**config.mk**
```make
export PLATFORM = sky130hd
export DESIGN_NAME = hexcpu_core
export DESIGN_NICKNAME = d
export VERILOG_FILES = /design/src/rtl/hexcpu_pkg.sv /design/src/rtl/hexcpu_alu.sv /design/src/rtl/hexcpu_regfile.sv /design/src/rtl/hexcpu_ctrl.sv /design/src/rtl/hexcpu_core.sv
export SDC_FILE = /design/constraint.sdc
export NUM_CORES = 1
export LEC_CHECK = 0
export ABC_AREA = 1
export ABC_CLOCK_PERIOD_IN_PS = 3100
export BUFFER_PORTS_ARGS = -buffer_cell sky130_fd_sc_hd__buf_4
export CAP_MARGIN = 20
export CORE_ASPECT_RATIO = 0.5
export CORE_MARGIN = 2
export CORE_UTILIZATION = 58
export DETAILED_ROUTE_END_ITERATION = 8
export MAX_ROUTING_LAYER = met4
export PLACE_DENSITY = 0.84
export SLEW_MARGIN = 20
export SYNTH_ARGS = -nofsm -noshare
export SYNTH_HDL_FRONTEND = slang
export SYNTH_HIERARCHICAL = 1
export SYNTH_SLANG_ARGS = --single-unit
```
**constraint.sdc**
```tcl
create_clock -name clk_i -period 3.1 [get_ports clk_i]
set_input_delay 0.155 -clock clk_i [delete_from_list [all_inputs] [get_ports clk_i]]
set_output_delay 0.155 -clock clk_i [all_outputs]
set_load 0.005 [all_outputs]
```
**src/rtl/hexcpu_pkg.sv**
```systemverilog
package hexcpu_pkg;
  localparam logic [3:0] OP_LOAD  = 4'h1;
  localparam logic [3:0] OP_LDI   = 4'h2;
  localparam logic [3:0] OP_STORE = 4'h3;
  localparam logic [3:0] OP_OR    = 4'h7;
  localparam logic [3:0] OP_AND   = 4'h8;
  localparam logic [3:0] OP_ROR   = 4'hA;
  localparam logic [3:0] OP_JEQ   = 4'hB;
  localparam logic [3:0] OP_HALT  = 4'hC;

  typedef enum logic [2:0] {
    ST_FETCH_HI, ST_FETCH_LO, ST_LATCH, ST_EXEC, ST_WBACK, ST_HALT
  } state_e;

  typedef enum logic [1:0] {ALU_OR, ALU_AND, ALU_ROR} alu_op_e;

  function automatic logic op_known(input logic [3:0] op);
    case (op)
      OP_LOAD, OP_LDI, OP_STORE, OP_OR, OP_AND, OP_ROR, OP_JEQ, OP_HALT: return 1'b1;
      default: return 1'b0;
    endcase
  endfunction
endpackage

```
**src/rtl/hexcpu_alu.sv**
```systemverilog
module hexcpu_alu
  import hexcpu_pkg::*;
#(
  parameter int DATA_W = 8
) (
  input  alu_op_e             op_i,
  input  logic [DATA_W-1:0]   a_i,
  input  logic [DATA_W-1:0]   b_i,
  input  logic [DATA_W/2-1:0] amt_i,
  output logic [DATA_W-1:0]   res_o
);
  localparam int SH_W = $clog2(DATA_W);

  logic [2*DATA_W-1:0] dbl;
  logic [SH_W-1:0]     sh;

  assign sh  = amt_i[SH_W-1:0];      // amount taken modulo DATA_W
  assign dbl = {a_i, a_i} >> sh;

  always_comb begin
    case (op_i)
      ALU_OR:  res_o = a_i | b_i;
      ALU_AND: res_o = a_i & b_i;
      default: res_o = dbl[DATA_W-1:0];
    endcase
  end

  always_comb begin
    if (op_i == ALU_ROR) begin
      assert_ror_keeps_ones_R7: assert ($countones(res_o) == $countones(a_i));
    end
    if (op_i == ALU_AND) begin
      assert_and_subset_R6: assert ((res_o & ~a_i) == '0);
    end
  end
endmodule

```
**src/rtl/hexcpu_regfile.sv**
```systemverilog
module hexcpu_regfile #(
  parameter int DATA_W = 8,
  localparam int SEL_W = DATA_W / 2,
  localparam int NREG  = 2 ** SEL_W
) (
  input  logic              clk_i,
  input  logic              rst_ni,
  input  logic              we_i,
  input  logic [SEL_W-1:0]  waddr_i,
  input  logic [DATA_W-1:0] wdata_i,
  input  logic [SEL_W-1:0]  ra_i,
  input  logic [SEL_W-1:0]  rb_i,
  input  logic [SEL_W-1:0]  rc_i,
  output logic [DATA_W-1:0] ra_o,
  output logic [DATA_W-1:0] rb_o,
  output logic [DATA_W-1:0] rc_o,
  output logic [DATA_W-1:0] r0_o
);
  logic [DATA_W-1:0] regs [NREG];

  always_ff @(posedge clk_i or negedge rst_ni) begin
    if (!rst_ni) begin
      for (int i = 0; i < NREG; i++) regs[i] <= '0;
    end else if (we_i) begin
      regs[waddr_i] <= wdata_i;
    end
  end

  assign ra_o = regs[ra_i];
  assign rb_o = regs[rb_i];
  assign rc_o = regs[rc_i];
  assign r0_o = regs[0];
endmodule

```
**src/rtl/hexcpu_ctrl.sv**
```systemverilog
module hexcpu_ctrl
  import hexcpu_pkg::*;
#(
  parameter int DATA_W = 8,
  localparam int NIB_W  = DATA_W / 2,
  localparam int INSN_W = 2 * DATA_W
) (
  input  logic              clk_i,
  input  logic              rst_ni,
  output logic [DATA_W-1:0] mem_addr_o,
  output logic [DATA_W-1:0] mem_wdata_o,
  output logic              mem_we_o,
  input  logic [DATA_W-1:0] mem_rdata_i,
  output logic              halted_o,
  output logic              rf_we_o,
  output logic [NIB_W-1:0]  rf_waddr_o,
  output logic [DATA_W-1:0] rf_wdata_o,
  output logic [NIB_W-1:0]  rf_ra_o,
  output logic [NIB_W-1:0]  rf_rb_o,
  output logic [NIB_W-1:0]  rf_rc_o,
  input  logic [DATA_W-1:0] rf_a_i,
  input  logic [DATA_W-1:0] rf_b_i,
  input  logic [DATA_W-1:0] rf_c_i,
  input  logic [DATA_W-1:0] rf_r0_i,
  output alu_op_e           alu_op_o,
  output logic [DATA_W-1:0] alu_a_o,
  output logic [DATA_W-1:0] alu_b_o,
  output logic [NIB_W-1:0]  alu_amt_o,
  input  logic [DATA_W-1:0] alu_res_i
);
  state_e              state;
  logic [DATA_W-1:0]   pc;
  logic [INSN_W-1:0]   ir;
  logic [NIB_W-1:0]    op, f_r, f_s, f_t;
  logic [DATA_W-1:0]   imm;
  logic                take_jump;

  assign op  = ir[INSN_W-1 -: NIB_W];
  assign f_r = ir[3*NIB_W-1 -: NIB_W];
  assign f_s = ir[2*NIB_W-1 -: NIB_W];
  assign f_t = ir[NIB_W-1:0];
  assign imm = ir[DATA_W-1:0];
  assign take_jump = (op == OP_JEQ) && (rf_a_i == rf_r0_i);

  always_ff @(posedge clk_i or negedge rst_ni) begin
    if (!rst_ni) begin
      state <= ST_FETCH_HI;
      pc    <= '0;
      ir    <= '0;
    end else begin
      case (state)
        ST_FETCH_HI: state <= ST_FETCH_LO;
        ST_FETCH_LO: begin
          ir[INSN_W-1 -: DATA_W] <= mem_rdata_i;
          state <= ST_LATCH;
        end
        ST_LATCH: begin
          ir[DATA_W-1:0] <= mem_rdata_i;
          pc    <= pc + DATA_W'(2);
          state <= ST_EXEC;
        end
        ST_EXEC: begin
          if (take_jump) pc <= imm;
          case (op)
            OP_LOAD: state <= ST_WBACK;
            OP_HALT: state <= ST_HALT;
            default: state <= ST_FETCH_HI;
          endcase
        end
        ST_WBACK: state <= ST_FETCH_HI;
        default:  state <= ST_HALT;
      endcase
    end
  end

  always_comb begin
    case (state)
      ST_FETCH_LO: mem_addr_o = pc + DATA_W'(1);
      ST_EXEC:     mem_addr_o = (op == OP_LOAD || op == OP_STORE) ? imm : pc;
      ST_WBACK:    mem_addr_o = imm;
      default:     mem_addr_o = pc;
    endcase
  end

  assign mem_we_o    = (state == ST_EXEC) && (op == OP_STORE);
  assign mem_wdata_o = rf_a_i;
  assign halted_o    = (state == ST_HALT);

  assign rf_ra_o    = f_r;
  assign rf_rb_o    = f_s;
  assign rf_rc_o    = f_t;
  assign rf_waddr_o = f_r;
  assign rf_we_o    = (state == ST_WBACK) ||
                      ((state == ST_EXEC) &&
                       (op == OP_LDI || op == OP_OR || op == OP_AND || op == OP_ROR));

  always_comb begin
    if (state == ST_WBACK)  rf_wdata_o = mem_rdata_i;
    else if (op == OP_LDI)  rf_wdata_o = imm;
    else                    rf_wdata_o = alu_res_i;
  end

  always_comb begin
    case (op)
      OP_AND:  alu_op_o = ALU_AND;
      OP_ROR:  alu_op_o = ALU_ROR;
      default: alu_op_o = ALU_OR;
    endcase
  end

  assign alu_a_o   = (op == OP_ROR) ? rf_a_i : rf_b_i;
  assign alu_b_o   = rf_c_i;
  assign alu_amt_o = f_t;

  assert_fetch_pair_R2: assert property (@(posedge clk_i) disable iff (!rst_ni)
    (state == ST_FETCH_LO) |-> (mem_addr_o == $past(mem_addr_o) + DATA_W'(1)));
  assert_pc_step_R2: assert property (@(posedge clk_i) disable iff (!rst_ni)
    (state == ST_LATCH) |=> (pc == $past(pc) + DATA_W'(2)));
  assert_single_write_R5: assert property (@(posedge clk_i) disable iff (!rst_ni)
    mem_we_o |=> !mem_we_o);
  assert_jump_target_R8: assert property (@(posedge clk_i) disable iff (!rst_ni)
    (state == ST_EXEC && op == OP_JEQ && rf_a_i == rf_r0_i) |=> (pc == $past(imm)));
  assert_halt_sticky_R9: assert property (@(posedge clk_i) disable iff (!rst_ni)
    halted_o |=> (halted_o && $stable(mem_addr_o)));
  assert_halt_no_write_R9: assert property (@(posedge clk_i) disable iff (!rst_ni)
    halted_o |-> !mem_we_o);
  assert_unknown_is_nop_R10: assert property (@(posedge clk_i) disable iff (!rst_ni)
    (state == ST_EXEC && !op_known(op)) |-> (!mem_we_o && !rf_we_o));
endmodule

```
**src/rtl/hexcpu_core.sv**
```systemverilog
module hexcpu_core
  import hexcpu_pkg::*;
#(
  parameter int DATA_W = 8
) (
  input  logic              clk_i,
  input  logic              rst_ni,
  output logic [DATA_W-1:0] mem_addr_o,
  output logic [DATA_W-1:0] mem_wdata_o,
  output logic              mem_we_o,
  input  logic [DATA_W-1:0] mem_rdata_i,
  output logic              halted_o
);
  localparam int NIB_W = DATA_W / 2;

  logic              rf_we;
  logic [NIB_W-1:0]  rf_waddr, rf_ra, rf_rb, rf_rc, alu_amt;
  logic [DATA_W-1:0] rf_wdata, rf_a, rf_b, rf_c, rf_r0;
  logic [DATA_W-1:0] alu_a, alu_b, alu_res;
  alu_op_e           alu_op;

  hexcpu_ctrl #(.DATA_W(DATA_W)) u_ctrl (
    .clk_i, .rst_ni,
    .mem_addr_o, .mem_wdata_o, .mem_we_o, .mem_rdata_i, .halted_o,
    .rf_we_o(rf_we), .rf_waddr_o(rf_waddr), .rf_wdata_o(rf_wdata),
    .rf_ra_o(rf_ra), .rf_rb_o(rf_rb), .rf_rc_o(rf_rc),
    .rf_a_i(rf_a), .rf_b_i(rf_b), .rf_c_i(rf_c), .rf_r0_i(rf_r0),
    .alu_op_o(alu_op), .alu_a_o(alu_a), .alu_b_o(alu_b),
    .alu_amt_o(alu_amt), .alu_res_i(alu_res)
  );

  hexcpu_regfile #(.DATA_W(DATA_W)) u_rf (
    .clk_i, .rst_ni,
    .we_i(rf_we), .waddr_i(rf_waddr), .wdata_i(rf_wdata),
    .ra_i(rf_ra), .rb_i(rf_rb), .rc_i(rf_rc),
    .ra_o(rf_a), .rb_o(rf_b), .rc_o(rf_c), .r0_o(rf_r0)
  );

  hexcpu_alu #(.DATA_W(DATA_W)) u_alu (
    .op_i(alu_op), .a_i(alu_a), .b_i(alu_b), .amt_i(alu_amt), .res_o(alu_res)
  );
endmodule

```
Word level (Yosys, flattened, before mapping):

Index checks and enable logic that the tools add are counted.

* add/sub/neg operators: 2
* magnitude comparators: 4
* bitwise logic cells: 5
* shift-type cells: 1
* reduce and logical (&&, ||, !) cells: 13
* equality and inequality tests: 16
* mux-type cells: 23

Operators with widths (count)
* $bwmux 128: 1
* $bmux 8 s4: 3
* $mux 8: 12
* $demux 8 s4: 1
* $pmux 8 s2: 2
* $pmux 8 s3: 1
* $eq 4x4->1 const B: 4
* $shr 16x3->8: 1
* $ge 5x5->1 const B: 3
* $not 4->5: 3
* $pmux 3 s5: 1
* $add 8x1->8 const B: 1
* $add 8x2->8 const B: 1
* $and 8x8->8: 1
* $eq 4x2->1 const B: 2
* $eq 8x8->1: 1
* $or 8x8->8: 1
* $eq 3x2->1 const B: 2
* $eq 3x3->1 const B: 2
* $pmux 3 s2: 1
* $logic_or 1x1->1: 5
* $lt 5x1->1 const B: 1
* $eq 4x1->1 const B: 1
* $eq 4x3->1 const B: 1
* 9 further kinds: 12

* output and inout port bits: 18
* register bits after elaboration: 155
* word-level logic and storage cells: 84
* input bits: 10

Longest topological paths before layout:

* word-level depth: 10
* mapped depth: 21
* depth with buffers taken out: 18

Cells and area by module:

Netlist, hierarchy kept.

By module, submodules not included
* hexcpu_regfile: times used 1, cells an instance 1414, area each 8812.2 µm²
* hexcpu_ctrl: times used 1, cells an instance 364, area each 2333.5 µm²
* hexcpu_alu: times used 1, cells an instance 107, area each 510.5 µm²

Least setup slack after synthesis:

No wires, ideal clock.

* kind: reg2reg
* from: register u_ctrl.ir[9]
* to: register u_rf.regs, in the netlist u_rf/r0_o[2]
* data arrival time: 2.836 ns
* buffers on the path: 4
* setup slack: 0.181 ns
* cell stages (with the launch flop): 22
* required time: 3.017 ns
* path through: dfrtp_1 > buf_4 > clkbuf_1 > inv_1 > clkbuf_1 > nand3_1 > nand3_1 > nand3_1 > nand2_1 > inv_1 > o21ai_0 > nand2_1 > nand3_1 > nand3_1 > nand2_1 > nand2_1 > nand2_1 > o211ai_1 > o21ai_0 > clkbuf_1 > inv_1 > o21ai_0

* longest elaborated chain between the ends: 10

Ends and longest elaborated chain
* from (decl): line hexcpu_ctrl.sv:33 `logic [INSN_W-1:0] ir;`
* from (signal, indexed assignment): line hexcpu_ctrl.sv:54 `ir[INSN_W-1 -: DATA_W] <= mem_rdata_i;`
* from (signal, indexed assignment): line hexcpu_ctrl.sv:58 `ir[DATA_W-1:0] <= mem_rdata_i;`
* $not 4->5 (implied by the code): line hexcpu_regfile.sv:29 `assign ra_o = regs[ra_i];`
* $bmux 8 s4: line hexcpu_regfile.sv:29
* $mux 8 (implied by the code) (2 in a row): line hexcpu_regfile.sv:29
* via rf_a[5]: line hexcpu_core.sv:18 `logic [DATA_W-1:0] rf_wdata, rf_a, rf_b, rf_c, rf_r0;`
* $mux 8: line hexcpu_ctrl.sv:111 `assign alu_a_o = (op == OP_ROR) ? rf_a_i : rf_b_i;`
* via alu_a[5]: line hexcpu_core.sv:19 `logic [DATA_W-1:0] alu_a, alu_b, alu_res;`
* $shr 16x3->8: line hexcpu_alu.sv:18 `assign dbl = {a_i, a_i} >> sh;`
* $pmux 8 s2: line hexcpu_alu.sv:21 `case (op_i)`
* via alu_res[2]: line hexcpu_core.sv:19
* $mux 8: line hexcpu_ctrl.sv:99 `else if (op == OP_LDI) rf_wdata_o = imm;`
* $mux 8: line hexcpu_ctrl.sv:98 `if (state == ST_WBACK) rf_wdata_o = mem_rdata_i;`
* via rf_wdata[2]: line hexcpu_core.sv:18
* $bwmux 128: line hexcpu_regfile.sv:25 `regs[waddr_i] <= wdata_i;`
* to (signal, indexed assignment): line hexcpu_regfile.sv:25
* to (decl): line hexcpu_regfile.sv:19 `logic [DATA_W-1:0] regs [NREG];`

The timed path passes the listed nets, and every way through them passes these cells. The select of a mux whose other input is x is not followed.
A chain may end at the register's enable or synchronous reset.

Worst setup path after layout:

* from: register u_ctrl.ir[4]
* to: register u_rf/regs[86] (netlist bit)

* longest elaborated chain between the ends: 10

Ends and longest elaborated chain
* $not 4->5 (implied by the code): line hexcpu_regfile.sv:30 `assign rb_o = regs[rb_i];`
* $bmux 8 s4: line hexcpu_regfile.sv:30
* $mux 8 (implied by the code) (2 in a row): line hexcpu_regfile.sv:30
* via rf_b[3]: line hexcpu_core.sv:18
* $mux 8: line hexcpu_ctrl.sv:111
* via alu_a[3]: line hexcpu_core.sv:19
* $shr 16x3->8: line hexcpu_alu.sv:18
* $pmux 8 s2: line hexcpu_alu.sv:21
* via alu_res[6]: line hexcpu_core.sv:19
* $mux 8: line hexcpu_ctrl.sv:99
* $mux 8: line hexcpu_ctrl.sv:98
* via rf_wdata[6]: line hexcpu_core.sv:18
* $bwmux 128: line hexcpu_regfile.sv:25

The timed path passes the listed nets, and every way through them passes these cells. The select of a mux whose other input is x is not followed.

==> flow_summary.json <==
{
  "syn_area_per_cell_um2": 6.18,
  "grt_usage": 0.417,
  "leakage_nw": 6.59,
  "hp-start": "mem_rdata_i[2]",
  "io_buffers": 27,
  "grt_pass1_wl_um": 65500,
  "ir_worst_vdd_mv": 0.601,
  "failed_checks": "DRC",
  "areaGrowthSynthToFinish_pct": 12.4,
  "crit_chain": "inv_4 > buf_12 > nand2_1 > nand3_1 > nand3_1 > nand3_2 > nand2_1 > nand2_1 > o21ai_4 > nand2_1 > nand3_1 > nand3_1 > nand2_1 > nand2_1 > nand2_1 > o211ai_1 > o21ai_2 > clkdlybuf4s15_2 > nand2_1 > o21ai_0",
  "antenna_found_initial": 0,
  "path_buf_inv": 3,
  "clkTransAtPathRegs_ns": 0.07,
  "start_kind": "flop",
  "layout_common_cells": "nand2_1 (683), nand3_1 (386), inv_1 (192), dfrtp_1 (152), o21ai_0 (128)",
  "max_freq_ghz": 0.326,
  "slew_headroom": 0.341,
  "die_h_um": 104,
  "route.detailed.drc": 11,
  "crit_family": "simple AND/OR/NAND/NOR gates",
  "vias": 13210,
  "switching_share": 0.553,
  "drtIter0Drc": 2569,
  "whs_path_depth": 3,
  "layout_commonest_cell": "nand2_1",
  "pwr-share-clk": 0.115,
  "cap_violations": 0,
  "dr.pass1.iters": 9,
  "dieArea_mm2": 0.0213,
  "grt_max_degree": 87,
  "diodes": 0,
  "floorplan.initialDensity": 0.595,
  "cts_tree": "yes",
  "tns_ns": 0,
  "overflow": 0,
  "wl_per_cell_um": 20.5,
  "critPathKind": "reg -> reg",
  "ctsLongestPathBuffers": 2,
  "nets": 1885,
  "cp.required_ns": 3.43,
  "min_to": "u_ctrl/ir[2]",
  "cp.depth": 20,
  "setup_violations": 0,
  "p_int_mw": 8.12,
  "final_area_mm2": 0.0131,
  "critPathSlowestCell": "dfrtp_2",
  "row_count": 36,
  "finalMaxSlewViolations": 0,
  "syn_inst": 1884,
  "rsz0062_at_grt": "true",
  "root_buffer": "clkbuf_16",
  "crit_fanout": 33,
  "antenna_left": 0,
  "hold_class": "in -> reg",
  "cts_made_buffers": 17,
  "coreArea_mm2": 0.0196,
  "clock-sinks": 155,
  "cp-startpoint": "u_ctrl/ir[4]",
  "fin_crit_sh": 0.988,
  "routabilityCongestion": 1.05,
  "pwr_density_cell_mw_per_mm2": 1390,
  "slowest_delay_ns": 0.49,
  "rr_startpoint": "u_ctrl/ir[4]",
  "final_layout_size_suffix_gt1_frac": 0.122,
  "placed_area_mm2": 0.0122,
  "r2r_cells": 20,
  "syn_area_mm2": 0.0116,
  "r2r-end": "u_rf/regs[86]",
  "end_kind": "flop",
  "h-tree-depth": 4,
  "grt_pass1_vias": 11488,
  "worstMarginPinSlew_ns": 0.986,
  "hold_viol": 0,
  "die_w_um": 204,
  "r2r_slack_ns": 0.04,
  "cp_common_cell": "nand2_1",
  "dp_hpwl_um": 29700,
  "status": "finished, violations left",
  "switchingPower_mw": 10.0,
  "clkLatencyLatePin_ns": 0.46,
  "wirelength_um": 44100,
  "p_seq_frac": 0.181,
  "io_pins": 28,
  "yosysWarningCount": 6,
  "min_period_ns": 3.06,
  "viasPerCell": 6.14,
  "p_comb_frac": 0.704,
  "fin_skew_ns": 0.0118,
  "synth_nets": 1896,
  "worstPathArrival_ns": 3.40
}
==> through the flow <==
| step | hold WS [ns] | power [mW] | setup WS (ns) | utilization | cells |
|---|---|---|---|---|---|
| 2_1_floorplan | -0.141 | 10.6 | 0.181 | - | 1884 |
| 3_3_place_gp | 0.270 | 14.1 | 0.0504 | 0.620 | 2106 |
| 3_5_place_dp | 0.273 | 14.2 | 0.0263 | 0.620 | 2106 |
| 4_1_cts | 0.0243 | 16.4 | 0.0536 | 0.651 | 2141 |
| 5_1_grt | 0.0335 | 19.0 | -0.0469 | 0.669 | 2152 |
| 6_report | 0.0367 | 18.1 | 0.0364 | 0.669 | 2152 |
==> per-layer routing <==
metal	global-route usage	vias to the layer above	wire length (um)
li1	-	5966	-
met2	0.550	1057	17400
met4	0.142	0	1600
met3	0.209	175	8200
met5	-	-	0
met1	0.546	6012	16900
==> worst min-delay path, stage by stage <==
cell     delay, ns
buf_4         0.08
inv_1         0.06
o21ai_0       0.15
==> state kept, by name (all words and copies together), names as in the netlist <==
| name | flops |
|---|---|
| u_rf/regs | 120 |
| u_ctrl/ir | 16 |
| u_ctrl/pc | 8 |
| u_rf/r0_o | 8 |
| u_ctrl/state | 3 |
==> power groups by stage <==
stage               Clock (mW)  Sequential [mW]  Combinational (mW)
floorplan                    0             3.14                7.45
global route              2.19             3.36                13.5
global placement             0             3.24                10.9
finish                    2.09             3.29                12.8
CTS                       2.10             3.25                11.1
detailed placement           0             3.27                11.0
==> worst max-delay path by stage <==
stage	slack, ns	to
finish	0.04	u_rf/regs[86]
global route	-0.05	u_rf/regs[86]
CTS	0.05	u_rf/regs[59]
detailed placement	0.03	u_rf/regs[0]
global placement	0.05	u_rf/regs[96]
floorplan	0.18	u_rf/r0_o[2]
==> cell type report <==
class	count	area [um^2]
Multi-Input combinational cell	1367	6280
Clock buffer	19	433
Inverter	207	807
Clock inverter	13	134
Fill cell	1755	6490
Tap cell	266	333
Timing Repair Buffer	125	1230
Sequential cell	155	3880
==> what timing repair did <==
action                                  in CTS  in global routing
gates cloned                                 0                  5
endpoints found under the hold margin       87                  0
resized for setup                            2                 98
endpoints found under the setup margin       7                101
pin swaps                                    0                  4
hold buffers                                 3                  0
setup buffers                                0                  6
(Power assumes the default switching activity.)
